==> src/rtl/ref_div_pkg.sv <==
package ref_div_pkg;
  localparam int DIV_W  = 7;
  localparam int DATA_W = DIV_W + 1;
  localparam logic ADDR_DIV = 1'b0;
  localparam logic ADDR_PIN = 1'b1;
  localparam logic [1:0] PIN_SHOW_REF = 2'b11;
  localparam logic [DIV_W-1:0] DIV_RESET = DIV_W'(1);
endpackage

==> src/rtl/ref_ctrl_regs.sv <==
module ref_ctrl_regs
  import ref_div_pkg::*;
(
  input  logic              clk,
  input  logic              rst,
  input  logic              wr_en,
  input  logic              wr_addr,
  input  logic [DATA_W-1:0] wr_data,
  output logic [DIV_W-1:0]  div_q,
  output logic              src_int_q,
  output logic [1:0]        pin_sel_q
);
  always_ff @(posedge clk) begin
    if (rst) begin
      div_q     <= DIV_RESET;
      src_int_q <= 1'b0;
      pin_sel_q <= 2'b00;
    end else if (wr_en) begin
      if (wr_addr == ADDR_DIV) begin
        div_q     <= wr_data[DIV_W-1:0];
        src_int_q <= wr_data[DATA_W-1];
      end else begin
        pin_sel_q <= wr_data[1:0];
      end
    end
  end

  // a divide-register write shows up in the stored field
  a_r6_div_write: assert property (@(posedge clk) disable iff (rst)
    (wr_en && wr_addr == ADDR_DIV) |=> (div_q == $past(wr_data[DIV_W-1:0])));
endmodule

==> src/rtl/ref_pulse_gen.sv <==
module ref_pulse_gen #(
  parameter int DIV_W = 7
) (
  input  logic             clk,
  input  logic             rst,
  input  logic [DIV_W-1:0] div_i,
  output logic             ref_q
);
  localparam int CNT_W = DIV_W + 1;

  logic [CNT_W-1:0] low_left_q;
  logic [DIV_W-1:0] div_eff;

  // reserved zero setting runs as the smallest legal divide
  assign div_eff = (div_i == '0) ? DIV_W'(1) : div_i;

  always_ff @(posedge clk) begin
    if (rst) begin
      ref_q      <= 1'b0;
      low_left_q <= '0;
    end else if (low_left_q == '0) begin
      ref_q      <= 1'b1;
      low_left_q <= {1'b0, div_eff} + CNT_W'(1);
    end else begin
      ref_q      <= 1'b0;
      low_left_q <= low_left_q - CNT_W'(1);
    end
  end

  // a high cycle is always followed by a low one
  a_r1_single_high: assert property (@(posedge clk) disable iff (rst)
    ref_q |=> !ref_q);
  // a new pulse only starts once the low count has drained
  a_r2_pulse_at_zero: assert property (@(posedge clk) disable iff (rst)
    $rose(ref_q) |-> ($past(low_left_q) == '0));
  // first edge after reset release raises the output
  a_r5_first_pulse: assert property (@(posedge clk)
    $fell(rst) |=> ref_q);
endmodule

==> src/rtl/ref_out_mux.sv <==
module ref_out_mux
  import ref_div_pkg::*;
(
  input  logic       clk,
  input  logic       rst,
  input  logic       ref_i,
  input  logic       hsync_i,
  input  logic       lock_i,
  input  logic       src_int_i,
  input  logic [1:0] pin_sel_i,
  output logic       pd_ref_q,
  output logic       pin_q
);
  always_ff @(posedge clk) begin
    if (rst) begin
      pd_ref_q <= 1'b0;
      pin_q    <= 1'b0;
    end else begin
      pd_ref_q <= src_int_i ? ref_i : hsync_i;
      pin_q    <= (pin_sel_i == PIN_SHOW_REF) ? ref_i : lock_i;
    end
  end
endmodule

==> src/rtl/ref_divider_top.sv <==
module ref_divider_top
  import ref_div_pkg::*;
(
  input  logic              clk,
  input  logic              rst,
  input  logic              wr_en,
  input  logic              wr_addr,
  input  logic [DATA_W-1:0] wr_data,
  input  logic              hsync_in,
  input  logic              lock_in,
  output logic              ref_out,
  output logic              pd_ref_out,
  output logic              lockref_out
);
  logic [DIV_W-1:0] div_q;
  logic             src_int_q;
  logic [1:0]       pin_sel_q;

  ref_ctrl_regs u_regs (
    .clk(clk), .rst(rst), .wr_en(wr_en), .wr_addr(wr_addr), .wr_data(wr_data),
    .div_q(div_q), .src_int_q(src_int_q), .pin_sel_q(pin_sel_q)
  );

  ref_pulse_gen #(.DIV_W(DIV_W)) u_gen (
    .clk(clk), .rst(rst), .div_i(div_q), .ref_q(ref_out)
  );

  ref_out_mux u_mux (
    .clk(clk), .rst(rst), .ref_i(ref_out), .hsync_i(hsync_in), .lock_i(lock_in),
    .src_int_i(src_int_q), .pin_sel_i(pin_sel_q),
    .pd_ref_q(pd_ref_out), .pin_q(lockref_out)
  );

  // pin shows the divided reference when the field is 2'b11
  a_r7_pin_ref: assert property (@(posedge clk) disable iff (rst)
    (pin_sel_q == PIN_SHOW_REF) |=> (lockref_out == $past(ref_out)));
  // internal source forwards the divided reference
  a_r6_pd_internal: assert property (@(posedge clk) disable iff (rst)
    src_int_q |=> (pd_ref_out == $past(ref_out)));
  // reset holds every output low
  a_r5_reset_low: assert property (@(posedge clk)
    $past(rst) |-> (!ref_out && !pd_ref_out && !lockref_out));
endmodule

==> config.mk <==
export PLATFORM = sky130hd
export DESIGN_NAME = ref_divider_top
export DESIGN_NICKNAME = d
export VERILOG_FILES = /design/src/rtl/ref_div_pkg.sv /design/src/rtl/ref_ctrl_regs.sv /design/src/rtl/ref_pulse_gen.sv /design/src/rtl/ref_out_mux.sv /design/src/rtl/ref_divider_top.sv
export SDC_FILE = /design/constraint.sdc
export NUM_CORES = 1
export LEC_CHECK = 0
export ABC_AREA = 1
export BUFFER_PORTS_ARGS = -buffer_cell sky130_fd_sc_hd__clkbuf_2
export CAP_MARGIN = 20
export CORE_ASPECT_RATIO = 1.75
export CORE_MARGIN = 2
export CORE_UTILIZATION = 40
export DETAILED_ROUTE_END_ITERATION = 8
export PLACE_DENSITY = 0.56
export SLEW_MARGIN = 5
export SYNTH_ARGS = -nofsm -noshare
export SYNTH_HDL_FRONTEND = slang
export SYNTH_SLANG_ARGS = --single-unit
==> constraint.sdc <==
create_clock -name clk -period 2 [get_ports clk]
set_input_delay 0.1 -clock clk [delete_from_list [all_inputs] [get_ports clk]]
set_output_delay 0.1 -clock clk [all_outputs]
set_load 0.03 [all_outputs]
==> results of run 1 <==
-- stage by stage --
step	utilization	instance area, sq um	power (uW)	std cells
after floorplan	-	1040	1130	145
after global placement	0.452	1130	1210	184
after detailed placement	0.452	1130	1230	184
after CTS	0.470	1170	1520	188
after global routing	0.470	1170	1640	188
final	0.470	1170	1490	188
-- flip-flops by register name (all words and copies together), names as in the netlist --
signal,count
u_gen.ref_q,1
u_mux.pd_ref_q,1
u_regs.div_q,7
u_gen.low_left_q,8
u_regs.src_int_q,1
u_regs.pin_sel_q,2
u_mux.pin_q,1
-- power groups by stage --
stage / Combinational (uW) / Sequential (uW) / Clock [uW]
CTS: 642 / 583 / 292
global placement: 621 / 591 / 0
detailed placement: 637 / 593 / 0
finish: 630 / 582 / 279
global route: 736 / 597 / 304
floorplan: 533 / 593 / 0
-- final cells by class --
type | instances | area, sq um | area share
clock buffers | 3 | 41.3 | 0.0352
repair buffers | 16 | 80.1 | 0.0683
clock inverters | 1 | 5.00 | 0.00427
well taps | 26 | 32.5 | 0.0277
flip-flops and latches | 21 | 420 | 0.359
inverters | 19 | 71.3 | 0.0608
multi-input cells | 102 | 522 | 0.445
-- cells by family after synthesis --
group           after synthesis
fa+ha+maj                     2
xor+xnor                      3
flops                        21
compound gates               29
simple gates                 68
buf+inv                      22
-- per-layer routing --
layer  vias to the layer above  global-route usage  wire [um]
met4                         0              0.0868         40
met1                       428               0.145        801
met5                         -                   0          0
met3                         4              0.0227         35
li1                        499                   -          -
met2                        10               0.320       1230
-- cell usage in the layout, fill, tap and decap left out, drive strengths merged --
cell type / netlist / layout
nor2: 30 / 30
nand2: 22 / 22
dfxtp: 21 / 21
inv: 19 / 19
clkbuf: 0 / 19
o21ai: 13 / 13
a21oi: 12 / 12
nand3: 11 / 11
xor2: 2 / 2
nand4: 2 / 2
ha: 2 / 2
or2: 1 / 1
a211oi: 1 / 1
nor3: 1 / 1
a311oi: 1 / 1
o211ai: 1 / 1
o21bai: 1 / 1
nor3b: 1 / 1
xnor2: 1 / 1
clkinv: 0 / 1
-- critical path: stages, from the launching register on --
cell     delay [ps]
dfxtp_1         300
inv_1           130
ha_1            170
nand2_1          80
nor2_4          320
inv_1           150
o21ai_0         120
a21oi_1          90
-- worst max-delay path by stage --
stage | startpoint | end | slack, ps
2_1_floorplan | u_gen.low_left_q[0] | u_gen.low_left_q[5] | 820
3_5_place_dp | u_gen.low_left_q[0] | u_gen.low_left_q[1] | 520
5_1_grt | u_gen.low_left_q[0] | u_gen.low_left_q[1] | 350
4_1_cts | u_gen.low_left_q[0] | u_gen.low_left_q[1] | 500
3_3_place_gp | u_gen.low_left_q[0] | u_gen.low_left_q[1] | 620
6_report | u_gen.low_left_q[0] | u_gen.low_left_q[3] | 530
==> metrics.txt, run 1 <==
most frequent cell after synthesis=nor2_1; RSZ-0062 raised after global routing=no; Worst setup SP type=flip-flop; worst setup path class=reg2reg; Yosys top cell by area=dfxtp_1; Distinct cells, synth=24; Synth top area share=0.405; Clock Path Buffers=2; RePlAce Congestion=0.819; Final ANT Viol Nets=0; R2R setup slack=about 530 ps; drt wl/cell=roughly 11 um; worst setup margin=530 ps; hold_sp=wr_data[3]; min Tclk post-route=1470 ps; clock share of power=0.187; Fin Hold WS=around 60 ps; DP HPWL=approximately 1700 um; worst hold path class=in2reg; sw power=slightly above 600 uW; pin count of the biggest net entering global routing=16; fillers=roughly 270; Slew Viols, Final=0; main flop type after synthesis=dfxtp_1; CORE AREA=about 2500 sq um; # IOs=17; Internal=887 uW; Avg Inst Size Synth=between 7 and 8 sq um; Sw Ratio=0.405; IO buf count=16; Async SR Flop Fraction=0; Mapped Cells=145; Clock Skew=3.17 ps; Rows=24; CTS Hold Buffers Added=0; max_cap viols=0; Setup Buffers After CTS=0; CTS tree=built; Seq pwr share=0.390; Vias/cell=between 5 and 6; Required @ worst endpoint=2150 ps; largest family of logic cells by synthesized area=simple AND/OR/NAND/NOR gates; reg2reg end=u_gen.low_left_q[3]; Synth Area in XOR/XNOR=0.0253; first-iteration detailed-routing DRC count=25; total track usage=0.160; post_cts resized=0; crit share post-route=0.735; Initial Util=0.417; routed via count=941; Max FO, Critical Path=14; sequential-to-total area share from yosys stat=0.405; leak pwr=0.000537 uW; Fin Setup TNS=0 ps; Die Height=71.4 um; Cell Area, Synth=between 1000 and 1500 sq um; simple-gate share of the synthesized area=0.298; number of global-route vias before repair=963; Slew HR=0.738; ranking of synthesized cells by area=dfxtp_1 40%, nor2_1 10%, nand2_1 7.6%, inv_1 6.9%, o21ai_0 6.3%; 1st-pass router iterations=4; layout cells sized above 1=0.173; FF-to-FF Start=u_gen.low_left_q[0]; f_max=0.680 GHz; Syn-to-layout area delta=12.9%; Post-synth EDFFs=0; clk_lat worst skew=260 ps; Slew @ Worst Pin=393 ps; Worst Reg2Reg Path Length in Cells=7; ant diodes=0; endpoints failing hold=0; # DRC=0; Compound-Gate Fraction of Synth Area=0.155; Syn Nets=~160; Post-Synth Adder-Cell Area=0.0241; clk sinks=21; drt total wl=2110 um; CTS buffer count=3; Ys Warns=0; Final #Nets=179; Yosys reg bits=21; WHS Path Cells=3; H-tree depth=1; Logic pwr share=0.422; worst slack, placed=519 ps; top cells by count, synth=28 x nor2_1, 21 x dfxtp_1, 21 x nand2_1, 19 x inv_1, 13 x o21ai_0; Power Dens Cells=1270 nW/um^2; final setup fails=0; Root Buffer=clkbuf_8; first-pass GRT wire length=3740 um; end of the worst hold path=u_regs.div_q[3]; crit path DAT=1620 ps; die area=3040 sq um; CP endpoint kind=flip-flop; maximum vdd drop=523 uV; mux cell area share after synthesis=0; initial antenna violation count=0; GRT overflow=0; Reg clk slew, reported paths=80 ps; run status=finished clean; Die Span X=42.5 um
No activity file was read; power rests on OpenSTA's default activity.
==> run 2, diff against run 1 <==
--- a/config.mk
+++ b/config.mk
@@ -5,7 +5,7 @@
 export SDC_FILE = /design/constraint.sdc
 export NUM_CORES = 1
 export LEC_CHECK = 0
-export ABC_AREA = 1
+export ABC_AREA = 0
 export BUFFER_PORTS_ARGS = -buffer_cell sky130_fd_sc_hd__clkbuf_2
 export CAP_MARGIN = 20
 export CORE_ASPECT_RATIO = 1.75
==> constraint.sdc (replaced) <==
create_clock -name clk -period 1.5 [get_ports clk]
set_input_delay 0.075 -clock clk [delete_from_list [all_inputs] [get_ports clk]]
set_output_delay 0.075 -clock clk [all_outputs]
set_load 0.03 [all_outputs]
==> run 2 against run 1 <==
Effect of this change:
- combinational power up 54%
- synthesized area down 3.6%
- total power up 44%
- via count down 2.4%
- flip-flop and latch count unchanged
- clock skew down 2.4 ps
- critical endpoint is now u_gen.low_left_q[7]
- synthesized cell count down 16%
- core utilization up 4.4 points
- largest power group unchanged
==> metrics.txt, run 2 <==
Yosys top cell by area=dfxtp_1; Worst Reg2Reg Path Length in Cells=4 (-3); most frequent cell after synthesis=nand2_1; clk_lat worst skew=260 ps (about the same); Power Dens Cells=1720 nW/um^2 (+35%); crit share post-route=0.976 (+0.241); CTS buffer count=3 (unchanged); Top reg by flops=u_gen.low_left_q; crit path from=u_gen.low_left_q[2]; min Tclk post-route=1460 ps (-6.02 ps); CP cell instances=nor4_4 > nor4b_4 > mux2i_1 > a21oi_1; fillers=250 (-8.4%); crit path to=u_gen.low_left_q[7]; main flop type after synthesis=dfxtp_1; DP HPWL=1630 um (-3.4%); max_cap viols=0 (unchanged); pin count of the biggest net entering global routing=22 (+6); routed via count=918 (-2.4%); first-iteration detailed-routing DRC count=8 (-68%); Yosys reg bits=21 (unchanged); CTS Hold Buffers Added=0 (unchanged); Rows=24 (unchanged); Cell Area, Synth=1000 sq um (-3.6%); CP endpoint kind=flip-flop; top cells by count, synth=24 x nand2_1, 21 x dfxtp_1, 14 x a21oi_1, 11 x nor2_1; FF-to-FF Start=u_gen.low_left_q[2]; Required @ worst endpoint=1640 ps (-510 ps); die area=2930 sq um (-3.3%); leading cell type in the layout, fill and taps excluded=nand2_1; reg2reg end=u_gen.low_left_q[7]; CTS tree=built; Worst setup SP type=flip-flop; worst slack, placed=-44.6 ps (-564 ps); Initial Util=0.412 (-0.00514); # IOs=17 (unchanged); Slew HR=0.667 (-0.0710); maximum vdd drop=681 uV (+30%); CORE AREA=2430 sq um (-2.4%); GRT overflow=0 (unchanged); ant diodes=0 (unchanged); RSZ-0062 raised after global routing=yes; CP delay by family, top=simple AND/OR/NAND/NOR gates; Distinct cells, synth=33 (+38%); R2R setup slack=40 ps (-490 ps); Slew @ Worst Pin=499 ps (+106 ps); WP depth=4 (-3); drt wl/cell=11.9 um (+6.7%); CP bufs+invs=0 (-2); Clock Path Buffers=2 (unchanged); worst setup margin=36.5 ps (-494 ps); H-tree depth=1 (unchanged); Max FO, Critical Path=5 (-9); initial antenna violation count=0 (unchanged); max reg flops=8 (unchanged); Crit-path slowest cell=nor4_4; Die Span X=41.8 um (-1.6%); Post-synth EDFFs=0 (unchanged); clk sinks=21 (unchanged); Final ANT Viol Nets=0 (unchanged); Vias/cell=5.28 (+5.4%); sequential-to-total area share from yosys stat=0.420 (+0.0152); RePlAce Congestion=0.740 (-9.5%); Synth top area share=0.420 (+0.0152); layout cells sized above 1=0.277 (+0.104); Fin Setup TNS=0 ps (unchanged); utilization after layout=0.514 (+0.0440); Die Height=70.2 um (-1.7%); drt total wl=2080 um (-1.2%); Slew Viols, Final=0 (unchanged); Root Buffer=clkbuf_8; Syn Nets=138 (-14%); 1st-pass router iterations=4 (unchanged); first-pass GRT wire length=3660 um (-2.2%); Final #Nets=165 (-7.8%); Syn-to-layout area delta=25.0%; endpoints failing hold=0 (unchanged); final setup fails=0 (unchanged); CP max stage delay=410 ps (+90 ps); leading registers by flop count=u_gen.low_left_q (8), u_regs.div_q (7), u_regs.pin_sel_q (2); Async SR Flop Fraction=0 (unchanged); number of global-route vias before repair=843 (-12%); Reg clk slew, reported paths=70 ps (about the same); IO buf count=16 (unchanged); commonest cells after routing, fill and taps aside=23 x nand2_1, 18 x dfxtp_1, 16 x clkbuf_2, 14 x a21oi_1, 11 x nor2_1; Ys Warns=0 (unchanged); total track usage=0.159 (-0.000200); run status=finished clean; leak pwr=0.000510 uW (-5.1%); worst hold path class=in2reg; ranking of synthesized cells by area=dfxtp_1 42%, nand2_1 9.0%, a21oi_1 7.0%, xnor2_1 4.4%, nor2_1 4.1%; Mapped Cells=122 (-16%); worst setup path class=reg2reg; Avg Inst Size Synth=8.20 sq um (+15%); Clock Skew=0.749 ps (-2.42 ps); crit path DAT=1600 ps (-20 ps); # DRC=0 (unchanged); f_max=0.683 GHz (+0.41%)
-- run 2: worst register-to-register path, delay by kind of cell (launching register included) --
family | cells | cell delay, ps
AO/OA/AOI/OAI | 1 | 80
AND/OR/NAND/NOR | 2 | 700
multiplexers | 1 | 220
flip-flops | 1 | 350
-- run 2: logic make-up (layout without fill, tap and decap cells) --
family                   after synthesis  count (layout)  synth area share
AND/OR/NAND/NOR                       58              58             0.296
AO/OA/AOI/OAI                         26              26             0.160
flip-flops                            21              21             0.420
buffers and inverters                  7              33            0.0262
XOR/XNOR                               6               6            0.0525
adder cells (fa/ha/maj)                2               2            0.0250
multiplexers                           2               2            0.0200
-- run 2: power breakdown --
part,internal [uW],switching (uW)
sequential,679,128
combinational,534,436
clock,185,185
total,1400,749
-- run 2: routing by layer --
| layer | GRT usage | part of all wire | vias up |
|---|---|---|---|
| met5 | 0 | 0 | - |
| met4 | 0.0753 | 0.022 | 0 |
| met3 | 0.0233 | 0.025 | 5 |
| met2 | 0.288 | 0.55 | 17 |
| met1 | 0.176 | 0.40 | 420 |
| li1 | - | - | 476 |
-- run 2: area by class of cell --
type / count / area (sq um) / share of cell area
Multi-Input combinational cell: 94 / 582 / 0.465
Sequential cell: 21 / 424 / 0.339
Timing Repair Buffer: 26 / 155 / 0.124
Clock buffer: 3 / 41.3 / 0.0330
Tap cell: 26 / 32.5 / 0.0260
Inverter: 3 / 11.3 / 0.00900
Clock inverter: 1 / 5.00 / 0.00400
-- run 2: how the worst min path moves through the flow --
stage / depth (start not counted) / end / slack (ps) / startpoint
2_1_floorplan: 1 / u_gen.ref_q / 160 / rst
3_3_place_gp: 3 / u_regs.div_q[5] / 300 / wr_data[5]
3_5_place_dp: 3 / u_regs.src_int_q / 310 / wr_data[7]
4_1_cts: 3 / u_regs.src_int_q / 20 / wr_data[7]
5_1_grt: 3 / u_regs.src_int_q / 30 / wr_data[7]
6_report: 3 / u_regs.div_q[5] / 30 / wr_data[5]
-- run 2: what timing repair did --
item,in CTS,in global routing
setup endpoints to repair,5,4
pin swaps,1,2
resized for setup,4,4
buffers inserted,1,1
-- run 2: metrics by stage --
step / instances / hold WS, ps / area, sq um / power [uW]
after CTS: 173 / 21.1 / 1230 / 2120
after detailed placement: 168 / 307 / 1160 / 1650
after global routing: 174 / 28.5 / 1250 / 2310
after floorplan: 122 / 159 / 1000 / 1370
final: 174 / 28.5 / 1250 / 2150
after global placement: 168 / 300 / 1160 / 1640
==> run 3, diff against run 2 <==
--- a/config.mk
+++ b/config.mk
@@ -6,11 +6,12 @@
 export NUM_CORES = 1
 export LEC_CHECK = 0
 export ABC_AREA = 0
-export BUFFER_PORTS_ARGS = -buffer_cell sky130_fd_sc_hd__clkbuf_2
+export BUFFER_PORTS_ARGS = -buffer_cell sky130_fd_sc_hd__buf_2
 export CAP_MARGIN = 20
 export CORE_ASPECT_RATIO = 1.75
 export CORE_MARGIN = 2
 export CORE_UTILIZATION = 40
+export CTS_CLUSTER_DIAMETER = 150
 export DETAILED_ROUTE_END_ITERATION = 8
 export PLACE_DENSITY = 0.56
 export SLEW_MARGIN = 5
==> run 3 against run 2 <==
Effect of this change:
- critical path type unchanged
- count of clock-buffer cells in the layout up 1
- register-to-register slack barely moved
- first-iteration DRC count rose by 13%
- setup slack improved by 5.2 ps
- largest power group unchanged
- clock skew up 0.60 ps
- final cell count fell by 1.1%
==> metrics.txt, run 3 (synthesized netlist as in run 2, its figures left out) <==
run status=finished clean; DP HPWL=1660 um (+2.0%); min Tclk post-route=1460 ps (-5.24 ps); initial antenna violation count=0 (unchanged); GRT overflow=0 (unchanged); CORE AREA=2430 sq um (unchanged); IO buf count=16 (unchanged); clk_lat worst skew=260 ps (about the same); Vias/cell=5.16 (-2.3%); total track usage=0.163 (+0.00313); Worst setup SP type=flip-flop; hold_sp=wr_data[0]; first-iteration detailed-routing DRC count=9 (+1); leading cell type in the layout, fill and taps excluded=nand2_1; clk sinks=21 (unchanged); Setup Buffers After CTS=0 (-1); CP cell instances=buf_4 > or4_4 > nor2_2 > xnor2_1 > a211oi_1; Power Dens Cells=1690 nW/um^2 (-1.2%); routed via count=887 (-3.4%); Root Buffer=clkbuf_8; layout cells sized above 1=0.247 (-0.0305); Rows=24 (unchanged); commonest cells after routing, fill and taps aside=23 x nand2_1, 20 x dfxtp_1, 16 x buf_2, 14 x a21oi_1, 11 x nor2_1; crit path from=u_gen.low_left_q[1]; drt total wl=2120 um (+1.9%); Die Span X=41.8 um (unchanged); Slew @ Worst Pin=486 ps (-12.8 ps); Clock Skew=1.35 ps (+0.599 ps); crit share post-route=0.972 (-0.00350); Die Height=70.2 um (unchanged); Max FO, Critical Path=3 (-2); worst setup path class=reg2reg; CP max stage delay=540 ps (+130 ps); max_cap viols=0 (unchanged); crit path DAT=1630 ps (+30 ps); CP endpoint kind=flip-flop; fillers=248 (-0.80%); Clock Path Buffers=2 (unchanged); RePlAce Congestion=0.743 (+0.30%); Slew HR=0.675 (+0.00856); f_max=0.686 GHz (+0.36%); Reg clk slew, reported paths=70 ps (about the same); placed cells=168 (unchanged); drt wl/cell=12.3 um (+3.1%); Fin Hold WS=36.7 ps (+8.16 ps); endpoints failing hold=0 (unchanged); CTS buffer count=3 (unchanged); R2R setup slack=40 ps (about the same); Crit-path slowest cell=or4_4; Tot Pwr=2090 uW (-2.7%); maximum vdd drop=594 uV (-13%); CTS Hold Buffers Added=0 (unchanged); # DRC=0 (unchanged); FF-to-FF Start=u_gen.low_left_q[1]; Syn-to-layout area delta=23.1%; max reg flops=8 (unchanged); # IOs=17 (unchanged); Required @ worst endpoint=1680 ps (+40 ps); Final ANT Viol Nets=0 (unchanged); ant diodes=0 (unchanged); first-pass GRT wire length=3620 um (-0.96%); utilization after layout=0.507 (-0.00772); 1st-pass router iterations=2 (-2); Final #Nets=163 (-1.2%); number of global-route vias before repair=899 (+6.6%); Slew Viols, Final=0 (unchanged); CTS tree=built; H-tree depth=1 (unchanged); die area=2930 sq um (unchanged); area of placed instances=1160 sq um (unchanged); pin count of the biggest net entering global routing=22 (unchanged); worst hold path class=in2reg; final setup fails=0 (unchanged); leading registers by flop count=u_gen.low_left_q (8), u_regs.div_q (7), u_regs.pin_sel_q (2); leak pwr=0.000495 uW (-2.8%); Finished Layout Cells=172 (-1.1%); final instance area=1230 sq um (-1.5%); Top reg by flops=u_gen.low_left_q; RSZ-0062 raised after global routing=yes; Initial Util=0.412 (unchanged)
## run 3: changes by cell type in the layout (fill, tap and decap cells not counted), sizes merged
| cell | before | now |
|---|---|---|
| buf | 10 | 24 |
| clkinv | 1 | 0 |
| clkbuf | 19 | 4 |
## run 3: worst paths after layout
kind,end,cells after the start
setup / recovery,u_gen.low_left_q[5],5
hold reg to reg,u_regs.pin_sel_q[0],2
hold / removal,u_regs.div_q[0],3
setup reg to reg,u_gen.low_left_q[5],5
## run 3: stage by stage
step	setup TNS (ps)	worst slack, ps
after global routing	-86.3	-53.4
final	0	41.7
after global placement	-15.8	-15.8
after CTS	-1.07	-1.07
after floorplan	0	76.8
after detailed placement	-128	-45.7
## run 3: area by class of cell
cell class | count | area [sq um] | share of cell area
inverter | 3 | 11.3 | 0.00914
tap | 26 | 32.5 | 0.0264
clock buffer | 4 | 45.0 | 0.0365
timing repair buffer | 24 | 140 | 0.114
sequential | 21 | 422 | 0.342
multi-input combinational | 94 | 582 | 0.472
## run 3: what timing repair did
item / in CTS / in global routing
endpoints found under the setup margin: 4 / 4
resized for setup: 2 / 4
pin swaps: 0 / 2
## run 3: worst max-delay path: cells and delay by family, from the launching register on
family	cells	cell delay (ps)
buffers and inverters	1	150
XOR/XNOR	1	70
flip-flops	1	310
AO/OA/AOI/OAI	1	200
AND/OR/NAND/NOR	2	650
## run 3: routing by layer
metal  part of all wire  vias up  global-route usage  wire length, um
met3              0.017        4              0.0233               37
met2               0.57       12               0.309             1210
met5                  0        -                   0                0
met1               0.39      401               0.156              828
li1                   -      470                   -                -
met4              0.019        0              0.0968               40
## run 3: power breakdown
group	total (uW)	switching (uW)	internal, uW
combinational	920	428	492
sequential	804	129	675
clock	365	176	189
